`config.mk`:
```
export PLATFORM = sky130hd
export DESIGN_NAME = loop_sync_ctrl
export DESIGN_NICKNAME = d
export VERILOG_FILES = /design/src/rtl/loop_sync_pkg.sv /design/src/rtl/loop_sync_tracker.sv /design/src/rtl/loop_wake_detect.sv /design/src/rtl/loop_burst_sched.sv /design/src/rtl/loop_sync_ctrl.sv
export SDC_FILE = /design/constraint.sdc
export NUM_CORES = 1
export LEC_CHECK = 0
export ABC_AREA = 0
export BUFFER_PORTS_ARGS = -buffer_cell sky130_fd_sc_hd__buf_2
export CORE_MARGIN = 2
export CORE_UTILIZATION = 38
export CTS_CLUSTER_DIAMETER = 80
export DETAILED_ROUTE_END_ITERATION = 8
export GPL_ROUTABILITY_DRIVEN = 1
export HOLD_SLACK_MARGIN = 0.08
export PLACE_DENSITY = 0.63
export SYNTH_ARGS = -nofsm -noshare
export SYNTH_HDL_FRONTEND = slang
export SYNTH_SLANG_ARGS = --single-unit
```
`constraint.sdc`:
```
create_clock -name clk -period 0.9 [get_ports clk]
set_clock_uncertainty 0.1 [all_clocks]
set_input_delay 0.09 -clock clk [delete_from_list [all_inputs] [get_ports clk]]
set_output_delay 0.09 -clock clk [all_outputs]
set_load 0.02 [all_outputs]
```
`src/rtl/loop_sync_pkg.sv`:
```
package loop_sync_pkg;

  typedef enum logic {
    SYNC_HUNT = 1'b0,
    SYNC_HELD = 1'b1
  } sync_state_t;

  typedef struct packed {
    logic gain;
    logic loss;
  } sync_evt_t;

endpackage

```
`src/rtl/loop_sync_tracker.sv`:
```
module loop_sync_tracker
  import loop_sync_pkg::*;
#(
  parameter int ACQ_RUN  = 4,
  parameter int LOSS_RUN = 4
) (
  input  logic clk,
  input  logic rst_n,
  input  logic rx_tick,
  input  logic rx_mark,
  output logic in_sync,
  output logic evt_gain,
  output logic evt_loss
);

  localparam int RUN_MAX = (ACQ_RUN > LOSS_RUN) ? ACQ_RUN : LOSS_RUN;
  localparam int CW      = $clog2(RUN_MAX + 1);
  localparam logic [CW-1:0] ACQ_LIM  = CW'(ACQ_RUN);
  localparam logic [CW-1:0] LOSS_LIM = CW'(LOSS_RUN);

  sync_state_t   state_q, state_d;
  logic [CW-1:0] run_q, run_d;
  sync_evt_t     evt_q, evt_d;
  logic          upd_en;

  assign upd_en = rx_tick;

  always_comb begin
    state_d = state_q;
    run_d   = run_q;
    evt_d   = '0;
    if (upd_en) begin
      if (state_q == SYNC_HUNT) begin
        if (rx_mark) begin
          if (run_q + 1'b1 >= ACQ_LIM) begin
            state_d  = SYNC_HELD;
            run_d    = '0;
            evt_d.gain = 1'b1;
          end else begin
            run_d = run_q + 1'b1;
          end
        end else begin
          run_d = '0;
        end
      end else begin
        if (!rx_mark) begin
          if (run_q + 1'b1 >= LOSS_LIM) begin
            state_d  = SYNC_HUNT;
            run_d    = '0;
            evt_d.loss = 1'b1;
          end else begin
            run_d = run_q + 1'b1;
          end
        end else begin
          run_d = '0;
        end
      end
    end
  end

  always_ff @(posedge clk or negedge rst_n) begin
    if (!rst_n) begin
      state_q <= SYNC_HUNT;
      run_q   <= '0;
      evt_q   <= '0;
    end else begin
      evt_q <= evt_d;
      if (upd_en) begin
        state_q <= state_d;
        run_q   <= run_d;
      end
    end
  end

  assign in_sync  = (state_q == SYNC_HELD);
  assign evt_gain = evt_q.gain;
  assign evt_loss = evt_q.loss;

  assert_gain_on_mark_R2: assert property (@(posedge clk) disable iff (!rst_n)
    evt_gain |-> $past(rx_tick && rx_mark));
  assert_gain_holds_sync_R2: assert property (@(posedge clk) disable iff (!rst_n)
    evt_gain |-> in_sync);
  assert_loss_on_gap_R3: assert property (@(posedge clk) disable iff (!rst_n)
    evt_loss |-> ($past(rx_tick && !rx_mark) && !in_sync));
  assert_run_bound_R3: assert property (@(posedge clk) disable iff (!rst_n)
    run_q < CW'(RUN_MAX));
  assert_single_event_R4: assert property (@(posedge clk) disable iff (!rst_n)
    $onehot0({evt_gain, evt_loss}));

endmodule

```
`src/rtl/loop_wake_detect.sv`:
```
module loop_wake_detect #(
  parameter int WAKE_ALT = 3
) (
  input  logic clk,
  input  logic rst_n,
  input  logic master_mode,
  input  logic line_enable,
  input  logic in_sync,
  input  logic rx_tick,
  input  logic rx_burst,
  output logic wake_pending,
  output logic evt_wake
);

  localparam int AW = $clog2(WAKE_ALT + 1);
  localparam logic [AW-1:0] ALT_LIM = AW'(WAKE_ALT);

  logic          armed;
  logic          prev_q, prev_d;
  logic [AW-1:0] alt_q, alt_d;
  logic          pend_q, pend_d;
  logic          evt_q, evt_d;

  assign armed = master_mode && !in_sync && !line_enable;

  always_comb begin
    prev_d = prev_q;
    alt_d  = alt_q;
    pend_d = pend_q;
    evt_d  = 1'b0;
    if (!armed) begin
      prev_d = 1'b0;
      alt_d  = '0;
      if (line_enable) pend_d = 1'b0;
    end else if (rx_tick) begin
      prev_d = rx_burst;
      if (rx_burst != prev_q) begin
        alt_d = (alt_q >= ALT_LIM) ? ALT_LIM : alt_q + 1'b1;
      end else begin
        alt_d = '0;
      end
      if (rx_burst && alt_d >= ALT_LIM) begin
        pend_d = 1'b1;
        evt_d  = !pend_q;
      end
    end
  end

  always_ff @(posedge clk or negedge rst_n) begin
    if (!rst_n) begin
      prev_q <= 1'b0;
      alt_q  <= '0;
      pend_q <= 1'b0;
      evt_q  <= 1'b0;
    end else begin
      prev_q <= prev_d;
      alt_q  <= alt_d;
      pend_q <= pend_d;
      evt_q  <= evt_d;
    end
  end

  assign wake_pending = pend_q;
  assign evt_wake     = evt_q;

  assert_wake_on_burst_R8: assert property (@(posedge clk) disable iff (!rst_n)
    evt_wake |-> ($past(rx_tick && rx_burst && master_mode && !line_enable) && wake_pending));
  assert_wake_once_R8: assert property (@(posedge clk) disable iff (!rst_n)
    evt_wake |-> !$past(wake_pending));
  assert_enable_clears_R9: assert property (@(posedge clk) disable iff (!rst_n)
    $past(line_enable) |-> !wake_pending);

endmodule

```
`src/rtl/loop_burst_sched.sv`:
```
module loop_burst_sched (
  input  logic clk,
  input  logic rst_n,
  input  logic master_mode,
  input  logic line_enable,
  input  logic slave_wake_req,
  input  logic fs_tick,
  input  logic osc_tick,
  input  logic rx_tick,
  input  logic rx_burst,
  input  logic sync_lost,
  output logic tx_burst,
  output logic retimed
);

  logic tx_q, tx_d;
  logic rt_q, rt_d;
  logic ph_q, ph_d;
  logic heard;

  assign heard = rx_tick && rx_burst;

  always_comb begin
    tx_d = 1'b0;
    rt_d = rt_q;
    ph_d = ph_q;
    if (master_mode) begin
      tx_d = fs_tick && line_enable;
      rt_d = 1'b0;
      ph_d = 1'b0;
    end else begin
      if (sync_lost)  rt_d = 1'b0;
      else if (heard) rt_d = 1'b1;
      if (rt_q || heard) begin
        tx_d = rx_tick;
        ph_d = 1'b0;
      end else if (slave_wake_req) begin
        if (osc_tick) begin
          tx_d = !ph_q;
          ph_d = !ph_q;
        end
      end else begin
        ph_d = 1'b0;
      end
    end
  end

  always_ff @(posedge clk or negedge rst_n) begin
    if (!rst_n) begin
      tx_q <= 1'b0;
      rt_q <= 1'b0;
      ph_q <= 1'b0;
    end else begin
      tx_q <= tx_d;
      rt_q <= rt_d;
      ph_q <= ph_d;
    end
  end

  assign tx_burst = tx_q;
  assign retimed  = rt_q;

  assert_master_tx_R5: assert property (@(posedge clk) disable iff (!rst_n)
    (tx_burst && $past(master_mode)) |-> $past(fs_tick && line_enable));
  assert_slave_tx_src_R6: assert property (@(posedge clk) disable iff (!rst_n)
    (tx_burst && !$past(master_mode)) |-> $past(rx_tick || (osc_tick && slave_wake_req)));
  assert_no_master_retime_R7: assert property (@(posedge clk) disable iff (!rst_n)
    $past(master_mode) |-> !retimed);

endmodule

```
`src/rtl/loop_sync_ctrl.sv`:
```
module loop_sync_ctrl #(
  parameter int ACQ_RUN  = 4,
  parameter int LOSS_RUN = 4,
  parameter int WAKE_ALT = 3,
  parameter int RST_SYNC = 2
) (
  input  logic clk,
  input  logic rst_n,
  input  logic master_mode,
  input  logic line_enable,
  input  logic slave_wake_req,
  input  logic fs_tick,
  input  logic osc_tick,
  input  logic rx_tick,
  input  logic rx_mark,
  input  logic rx_burst,
  output logic tx_burst,
  output logic in_sync,
  output logic evt_sync_gain,
  output logic evt_sync_loss,
  output logic evt_wake,
  output logic wake_pending,
  output logic slave_retimed
);

  logic [RST_SYNC-1:0] rst_pipe;
  logic                rst_int_n;

  always_ff @(posedge clk or negedge rst_n) begin
    if (!rst_n) rst_pipe <= '0;
    else        rst_pipe <= {rst_pipe[RST_SYNC-2:0], 1'b1};
  end
  assign rst_int_n = rst_pipe[RST_SYNC-1];

  loop_sync_tracker #(
    .ACQ_RUN  (ACQ_RUN),
    .LOSS_RUN (LOSS_RUN)
  ) u_track (
    .clk      (clk),
    .rst_n    (rst_int_n),
    .rx_tick  (rx_tick),
    .rx_mark  (rx_mark),
    .in_sync  (in_sync),
    .evt_gain (evt_sync_gain),
    .evt_loss (evt_sync_loss)
  );

  loop_wake_detect #(
    .WAKE_ALT (WAKE_ALT)
  ) u_wake (
    .clk          (clk),
    .rst_n        (rst_int_n),
    .master_mode  (master_mode),
    .line_enable  (line_enable),
    .in_sync      (in_sync),
    .rx_tick      (rx_tick),
    .rx_burst     (rx_burst),
    .wake_pending (wake_pending),
    .evt_wake     (evt_wake)
  );

  loop_burst_sched u_sched (
    .clk            (clk),
    .rst_n          (rst_int_n),
    .master_mode    (master_mode),
    .line_enable    (line_enable),
    .slave_wake_req (slave_wake_req),
    .fs_tick        (fs_tick),
    .osc_tick       (osc_tick),
    .rx_tick        (rx_tick),
    .rx_burst       (rx_burst),
    .sync_lost      (evt_sync_loss),
    .tx_burst       (tx_burst),
    .retimed        (slave_retimed)
  );

  assert_reset_quiet_R1: assert property (@(posedge clk)
    !rst_int_n |=> (!in_sync && !tx_burst && !wake_pending && !slave_retimed));

endmodule

```
==> results.ini, run 1 <==
[die]
io_pins = 17
initial_core_util_pct = 39.93
die_h_um = 46.13
die_area_sq_um = 2128
rows = 15
chipWidth_um = 46.13
coreArea_sq_um = 1689

[synthesis]
syn_area_sq_um = 674.4
synth_warnings = 0
synthDistinctLibCells = 26
yosys.area.top_type = dfrtp_1
synth-async-reset-ratio_pct = 100.0
syn_area_per_cell_sq_um = 11.63
syn_inst = 58
synth_nets = 69
ys_top_cells_by_area = dfrtp_1, a21oi_1, nor3_1, nand2_1, xor2_1
synth-seq-cells = 16
ys_seq_area_share_pct = 59.37
synthFlopType = dfrtp_1
synth_edf_count = 0
netlist.area_leader.share_pct = 59.37

[sta]
finalSetupViolCount = 20
slew_viol_final = 0
finalHoldViolCount = 2
hold-worst-slack_ns = -0.01962
fmax_mhz = 740.7
min_period_over_period_pct = 150.0
fin_crit_ns = 1.350
tns_ns = -4.784
fin_ws_ns = -0.4501
rsz0062_at_grt = true

[global_routing]
antenna_found_initial = 0
grt_pass1_vias = 545
grt-ovfl-total = 0
gr-usage-all-layers_pct = 16.99
grt_start_max_net_pins = 15
grt_pass1_wl_um = 2428

[cts]
insertion_delay_ns = 0.29
tritoncts = yes
cts_sinks = 16
clkTransAtPathRegs_ns = 0.10
h-tree-depth = 1
ctsHoldBuffers = 5
cts_buffers = 3
cts_root_buf = clkbuf_4
clockBufferDepth = 2

[worst_setup_path]
slowest_delay_ns = 0.51
reg2reg_depth = 3
crit_fanout = 2
critical_path_arrival_ns = 1.48
crit_family = simple AND/OR/NAND/NOR gates
r2r_setup_slack_ns = -0.45
critPathKind = flop to flop
cpMaxStageDelayCell = or4b_4
endpoint_kind = flop
r2r_end = u_wake.wake_pending
path_buf_inv = 0
crit_required_ns = 1.03
start_kind = flop
crit_chain = nand2b_4 > or4b_4 > a21oi_2

[layout]
drive_above_1_share_pct = 60.78
syn2layout_area_growth_pct = 76.07
utilization_pct = 70.30
fin_area_sq_um = 1187
num_antenna_cells = 0
final_nets = 114

[power_and_ir_drop]
p_sw_mw = 0.6903
sw_frac_of_total_pct = 30.32
seqPwrFrac_pct = 38.0
p_total_mw = 2.276
irDropWorstVdd_mv = 1.595
combPwrFrac_pct = 40.9
leakage_nw = 0.5542
clkPwrFrac_pct = 21.1
powerDensity_nw_per_um2 = 1917
power.internal_mw = 1.586

[status]
violations = negative hold slack, negative setup slack
status = finished, violations left

[job]
cap_violations = 0

[place]
place_ws_ns = -0.4317
io_buffers = 16
postPlaceCellArea_sq_um = 909.6
hpwlAfterDp_um = 989.3
gp_congestion = 0.7008

[hold_path]
hold-path-cell-count = 3
hp-class = input port to flop
hold_start = line_enable
hold-path-endpoint = u_wake.alt_q[1]

[detailed_routing]
num_vias = 594
drtPass1Iterations = 4
drc = 0
routedWlPerCell_um = 13.88
ant_nets = 0
wl_um = 1652
drt_iter0_drc = 7
routed_via_density = 4.992

==> synthesized netlist by cell type, drive strengths merged (2+ instances only) <==
cell type	count
dfrtp	16
nor2	3
a21oi	4
xor2	2
inv	2
nor3b	2
nand2b	3
o21ai	2
nand2	6
nor3	4
==> placed cells by master, fill, tap and decap left out, types with 2 or more instances in the layout <==
master          n
nand2b_1        2
nand2_2         2
buf_2           9
nand2_1         3
nor3b_2         2
nor3_2          2
dfrtp_2         2
o21ai_1         2
clkbuf_4        3
nor2_1          3
a21oi_1         2
dlygate4sd3_1   5
inv_1           2
buf_6          11
a21oi_2         2
dfrtp_1        14
buf_4          16
==> kinds of logic (layout without fill, tap and decap cells) <==
logic type | Yosys count | count (layout) | share of synthesized area [%]
AOI/OAI and AO/OA | 11 | 11 | 10.58
DFF | 16 | 16 | 59.37
other | 1 | 1 | 0.5561
xor gates and xnor gates | 3 | 3 | 3.897
and+or+nand+nor | 22 | 22 | 19.29
muxes | 1 | 1 | 1.670
buffers and inverters | 3 | 47 | 2.783
adders and majority gates | 1 | 1 | 1.855
==> worst reg2reg max path: stages (launching register included) <==
cell and delay [ns]:
dfrtp_2 0.41, nand2b_4 0.15, or4b_4 0.51, a21oi_2 0.13
==> state kept, by name (all words and copies together) (netlist names), named ones only <==
name                 count
u_sched.ph_q             1
u_track.evt_gain         1
u_sched.retimed          1
u_track.evt_loss         1
u_wake.alt_q             2
u_wake.wake_pending      1
u_track.run_q            3
u_sched.tx_burst         1
u_wake.prev_q            1
rst_pipe                 2
u_wake.evt_wake          1
==> timing repair <==
item / CTS / global route
setup buffers: 2 / 5
hold endpoints to repair: 21 / 7
pin swaps: 3 / 6
endpoints found under the setup margin: 20 / 21
gates resized for setup: 22 / 14
==> cell type report <==
| cell class | instances | area (sq um) |
|---|---|---|
| fillers | 141 | 501.7 |
| flip-flops and latches | 16 | 402.9 |
| multi-input cells | 39 | 380.4 |
| repair buffers | 41 | 339.1 |
| clock buffers | 4 | 36.28 |
| well taps | 17 | 21.27 |
| inverters | 2 | 7.507 |
==> worst max-delay path by stage <==
stage / from / end / slack, ns / depth (start not counted)
2_1_floorplan: flop / u_wake.wake_pending / -0.49 / 3
3_3_place_gp: u_track.run_q[1] / flop / -0.42 / 4
3_5_place_dp: u_track.run_q[1] / u_track.evt_gain / -0.43 / 5
4_1_cts: u_track.run_q[1] / flop / -0.44 / 4
5_1_grt: u_track.run_q[0] / flop / -0.50 / 4
6_report: flop / u_wake.wake_pending / -0.45 / 3
==> power groups by stage <==
stage,Combinational (mW),Sequential (mW),Clock (mW)
2_1_floorplan,0.222,0.944,0
3_3_place_gp,0.523,0.872,0
3_5_place_dp,0.529,0.877,0
4_1_cts,0.698,0.864,0.494
5_1_grt,1.01,0.873,0.515
6_report,0.932,0.865,0.480
==> per-layer routing <==
layer  wire (um)  track usage (%)
met1         671            19.55
met2         887            28.33
met3          83            6.275
met4          10            6.857
met5           0                0
==> metrics by stage <==
stage | hold slack, ns | instances
2_1_floorplan | -0.3056 | 58
3_3_place_gp | -0.2252 | 105
3_5_place_dp | -0.2245 | 105
4_1_cts | -0.01946 | 116
5_1_grt | -0.009133 | 119
6_report | -0.01962 | 119
No activity file was read; power rests on OpenSTA's default activity.
==> run 2, diff against run 1 <==
- SYNTH_HIERARCHICAL: not set -> 1
==> run 2 against run 1 <==
  * Wire length shrank 9.4%
  * Utilization down 1.7 points
  * Critical path type unchanged
  * First-iteration DRC count shrank 43%
  * Sequential cell count unchanged
  * The run still ends with negative hold slack, negative setup slack left
  * Synthesized area rose by 0.56%
  * Largest cell class unchanged
==> results.ini, run 2 <==
[status]
status = finished, violations left  ; unchanged
violations = negative hold slack, negative setup slack  ; unchanged

[layout]
fin_area_sq_um = 1171  ; was 1187 sq um
final_common_cell = buf_4  ; unchanged
fillCellCount = 121  ; was 141
reg.largest.list = u_track/run_q x3, rst_pipe x2, u_wake/alt_q x2  ; was u_track.run_q x3, rst_pipe x2, u_wake.alt_q x2
largest_register_ffs = 3  ; unchanged
multi_input_area_sq_um = 374.1  ; was 380.4 sq um
num_antenna_cells = 0  ; unchanged
final_nets = 112  ; was 114
ff_latch_area_sq_um = 402.9  ; unchanged
final-instance-count-excl-fill = 125  ; was 119
largest_register = u_track/run_q  ; was u_track.run_q
drive_above_1_share_pct = 61.00  ; was 60.78%
syn2layout_area_growth_pct = 72.69  ; was 76.07%
layout_common_cells = buf_4, dfrtp_1, buf_6, buf_2, nand2_1  ; was buf_4, dfrtp_1, buf_6, buf_2, dlygate4sd3_1

[worst_setup_path]
cpMaxStageDelayCell = or4b_4  ; unchanged
critical_path_arrival_ns = 1.67  ; was 1.48 ns
start_kind = flop  ; unchanged
slowest_delay_ns = 0.50  ; was 0.51 ns
critPathKind = flop to flop  ; unchanged
crit_fanout = 2  ; unchanged
crit_family = simple AND/OR/NAND/NOR gates  ; unchanged
endpoint_kind = flop  ; unchanged
crit_chain = or3b_4 > or4b_4 > nor2_2  ; was nand2b_4 > or4b_4 > a21oi_2
r2r_setup_slack_ns = -0.65  ; was -0.45 ns
crit_required_ns = 1.03  ; about the same
r2r_end = u_wake/evt_wake  ; was u_wake.wake_pending
path_buf_inv = 0  ; unchanged
reg2reg_depth = 3  ; unchanged

[cts]
cts_root_buf = clkbuf_4  ; unchanged
cts_sinks = 16  ; unchanged
insertion_delay_ns = 0.28  ; was 0.29 ns
ctsHoldBuffers = 4  ; was 5
cts_buffers = 3  ; unchanged
clockBufferDepth = 2  ; unchanged
clkTransAtPathRegs_ns = 0.10  ; about the same
h-tree-depth = 1  ; unchanged
tritoncts = yes  ; unchanged

[global_routing]
antenna_found_initial = 0  ; unchanged
grt_pass1_vias = 607  ; was 545
grt_pass1_wl_um = 2511  ; was 2428 um
grt-ovfl-total = 0  ; unchanged
grt_start_max_net_pins = 15  ; unchanged
gr-usage-all-layers_pct = 17.29  ; was 16.99%

[die]
initial_core_util_pct = 39.71  ; was 39.93%
io_pins = 17  ; unchanged
die_area_sq_um = 2139  ; was 2128 sq um
chipWidth_um = 46.25  ; was 46.13 um
coreArea_sq_um = 1708  ; was 1689 sq um
rows = 15  ; unchanged
die_h_um = 46.25  ; was 46.13 um

[synthesis]
ys_seq_area_share_pct = 59.04  ; was 59.37%
synth_nets = 69  ; unchanged
synth-async-reset-ratio_pct = 100.0  ; unchanged
syn_inst = 58  ; unchanged
synthDistinctLibCells = 25  ; was 26
synth_warnings = 6  ; was 0
syn_area_per_cell_sq_um = 11.69  ; was 11.63 sq um
synth-seq-cells = 16  ; unchanged
synthFlopType = dfrtp_1  ; unchanged
synth_common_cells = dfrtp_1, nand2_1, a21oi_1, inv_1  ; was dfrtp_1, nand2_1, a21oi_1, nor3_1, nor2_1
netlist.area_leader.share_pct = 59.04  ; was 59.37%
synth_edf_count = 0  ; unchanged
ys_top_cells_by_area = dfrtp_1, nand2_1, xor2_1, nor3b_1, a21oi_1  ; was dfrtp_1, a21oi_1, nor3_1, nand2_1, xor2_1
synth_most_common_cell = dfrtp_1  ; unchanged
yosys.area.top_type = dfrtp_1  ; unchanged
syn_area_sq_um = 678.2  ; was 674.4 sq um

[detailed_routing]
drtPass1Iterations = 4  ; unchanged
wl_um = 1497  ; was 1652 um
routed_via_density = 4.528  ; was 4.992
ant_nets = 0  ; unchanged
drt_iter0_drc = 4  ; was 7
drc = 0  ; unchanged
num_vias = 566  ; was 594
routedWlPerCell_um = 11.98  ; was 13.88 um

[place]
postPlaceCellArea_sq_um = 917.1  ; was 909.6 sq um
hpwlAfterDp_um = 1030  ; was 989.3 um
io_buffers = 16  ; unchanged
gp_congestion = 0.7816  ; was 0.7008
placed_cells = 114  ; was 105

[sta]
min_period_over_period_pct = 172.0  ; was 150.0%
finalSetupViolCount = 19  ; was 20
rsz0062_at_grt = true  ; unchanged
fin_ws_ns = -0.6480  ; was -0.4501 ns
fmax_mhz = 646.0  ; was 740.7 MHz
slew_viol_final = 0  ; unchanged
fin_crit_ns = 1.548  ; was 1.350 ns
finalHoldViolCount = 2  ; unchanged
hold-worst-slack_ns = -0.01285  ; was -0.01962 ns

[hold_path]
hold_start = fs_tick  ; was line_enable
hp-class = input port to flop  ; unchanged
hold-path-endpoint = u_sched/tx_burst  ; was u_wake.alt_q[1]
hold-path-cell-count = 3  ; unchanged

[power_and_ir_drop]
leakage_nw = 0.5506  ; was 0.5542 nW
powerDensity_nw_per_um2 = 1884  ; was 1917 nW/um^2
p_total_mw = 2.206  ; was 2.276 mW
irDropWorstVdd_mv = 1.174  ; was 1.595 mV

[job]
cap_violations = 0  ; unchanged

run 2: cell type report:
class	instances	area share [%]
clock buffers	4	3.098
inverters	4	1.282
multi-input cells	38	31.94
flip-flops and latches	16	34.40
well taps	25	2.671
repair buffers	38	26.60
run 2: cell families after synthesis:
| logic type | Yosys count | synth area share, % |
|---|---|---|
| and+or+nand+nor | 22 | 19.01 |
| DFF | 16 | 59.04 |
| AOI/OAI and AO/OA | 9 | 9.962 |
| xor gates and xnor gates | 4 | 5.167 |
| buffers and inverters | 4 | 2.213 |
| adders and majority gates | 1 | 1.845 |
| other | 1 | 0.5530 |
| muxes | 1 | 2.213 |
run 2: worst register-to-register path, cell delays in order, from the launching register on:
cell and delay (ns):
dfrtp_2 0.41, or3b_4 0.40, or4b_4 0.50, nor2_2 0.09
run 2: timing repair:
action,4_1_cts,5_1_grt
resized for setup,25,11
endpoints found under the hold margin,21,11
buffers inserted,4,2
setup endpoints to repair,19,23
pin swaps,5,1
run 2: worst max-delay path by stage:
| stage | slack (ns) | depth (start not counted) | to | from |
|---|---|---|---|---|
| floorplan | -0.72 | 3 | u_wake/wake_pending | flop |
| global placement | -0.61 | 3 | u_wake/wake_pending | flop |
| detailed placement | -0.63 | 3 | u_wake/wake_pending | flop |
| CTS | -0.65 | 3 | u_wake/wake_pending | flop |
| global route | -0.69 | 3 | u_wake/evt_wake | flop |
| finish | -0.65 | 3 | u_wake/evt_wake | flop |
run 2: report_power, final:
group	switching (mW)	internal, mW
clock	0.222	0.246
combinational	0.359	0.500
sequential	0.0707	0.809
total	0.651	1.55
run 2: per-stage QoR:
stage / utilization [%] / TNS [ns] / worst slack (ns)
2_1_floorplan: - / -3.710 / -0.7217
3_3_place_gp: 53.70 / -4.169 / -0.6109
3_5_place_dp: 53.70 / -4.356 / -0.6295
4_1_cts: 66.15 / -5.381 / -0.6509
5_1_grt: 68.57 / -6.060 / -0.6946
6_report: 68.57 / -5.287 / -0.6480
run 2: routing by layer:
layer | vias to the layer above | GRT usage, % | wire length, um | part of all wire [%]
met2 | 11 | 29.44 | 799 | 53
met5 | - | 0 | 0 | 0
met1 | 271 | 19.16 | 626 | 42
met3 | 2 | 5.490 | 60 | 4.0
li1 | 282 | - | - | -
met4 | 0 | 8.571 | 11 | 0.73
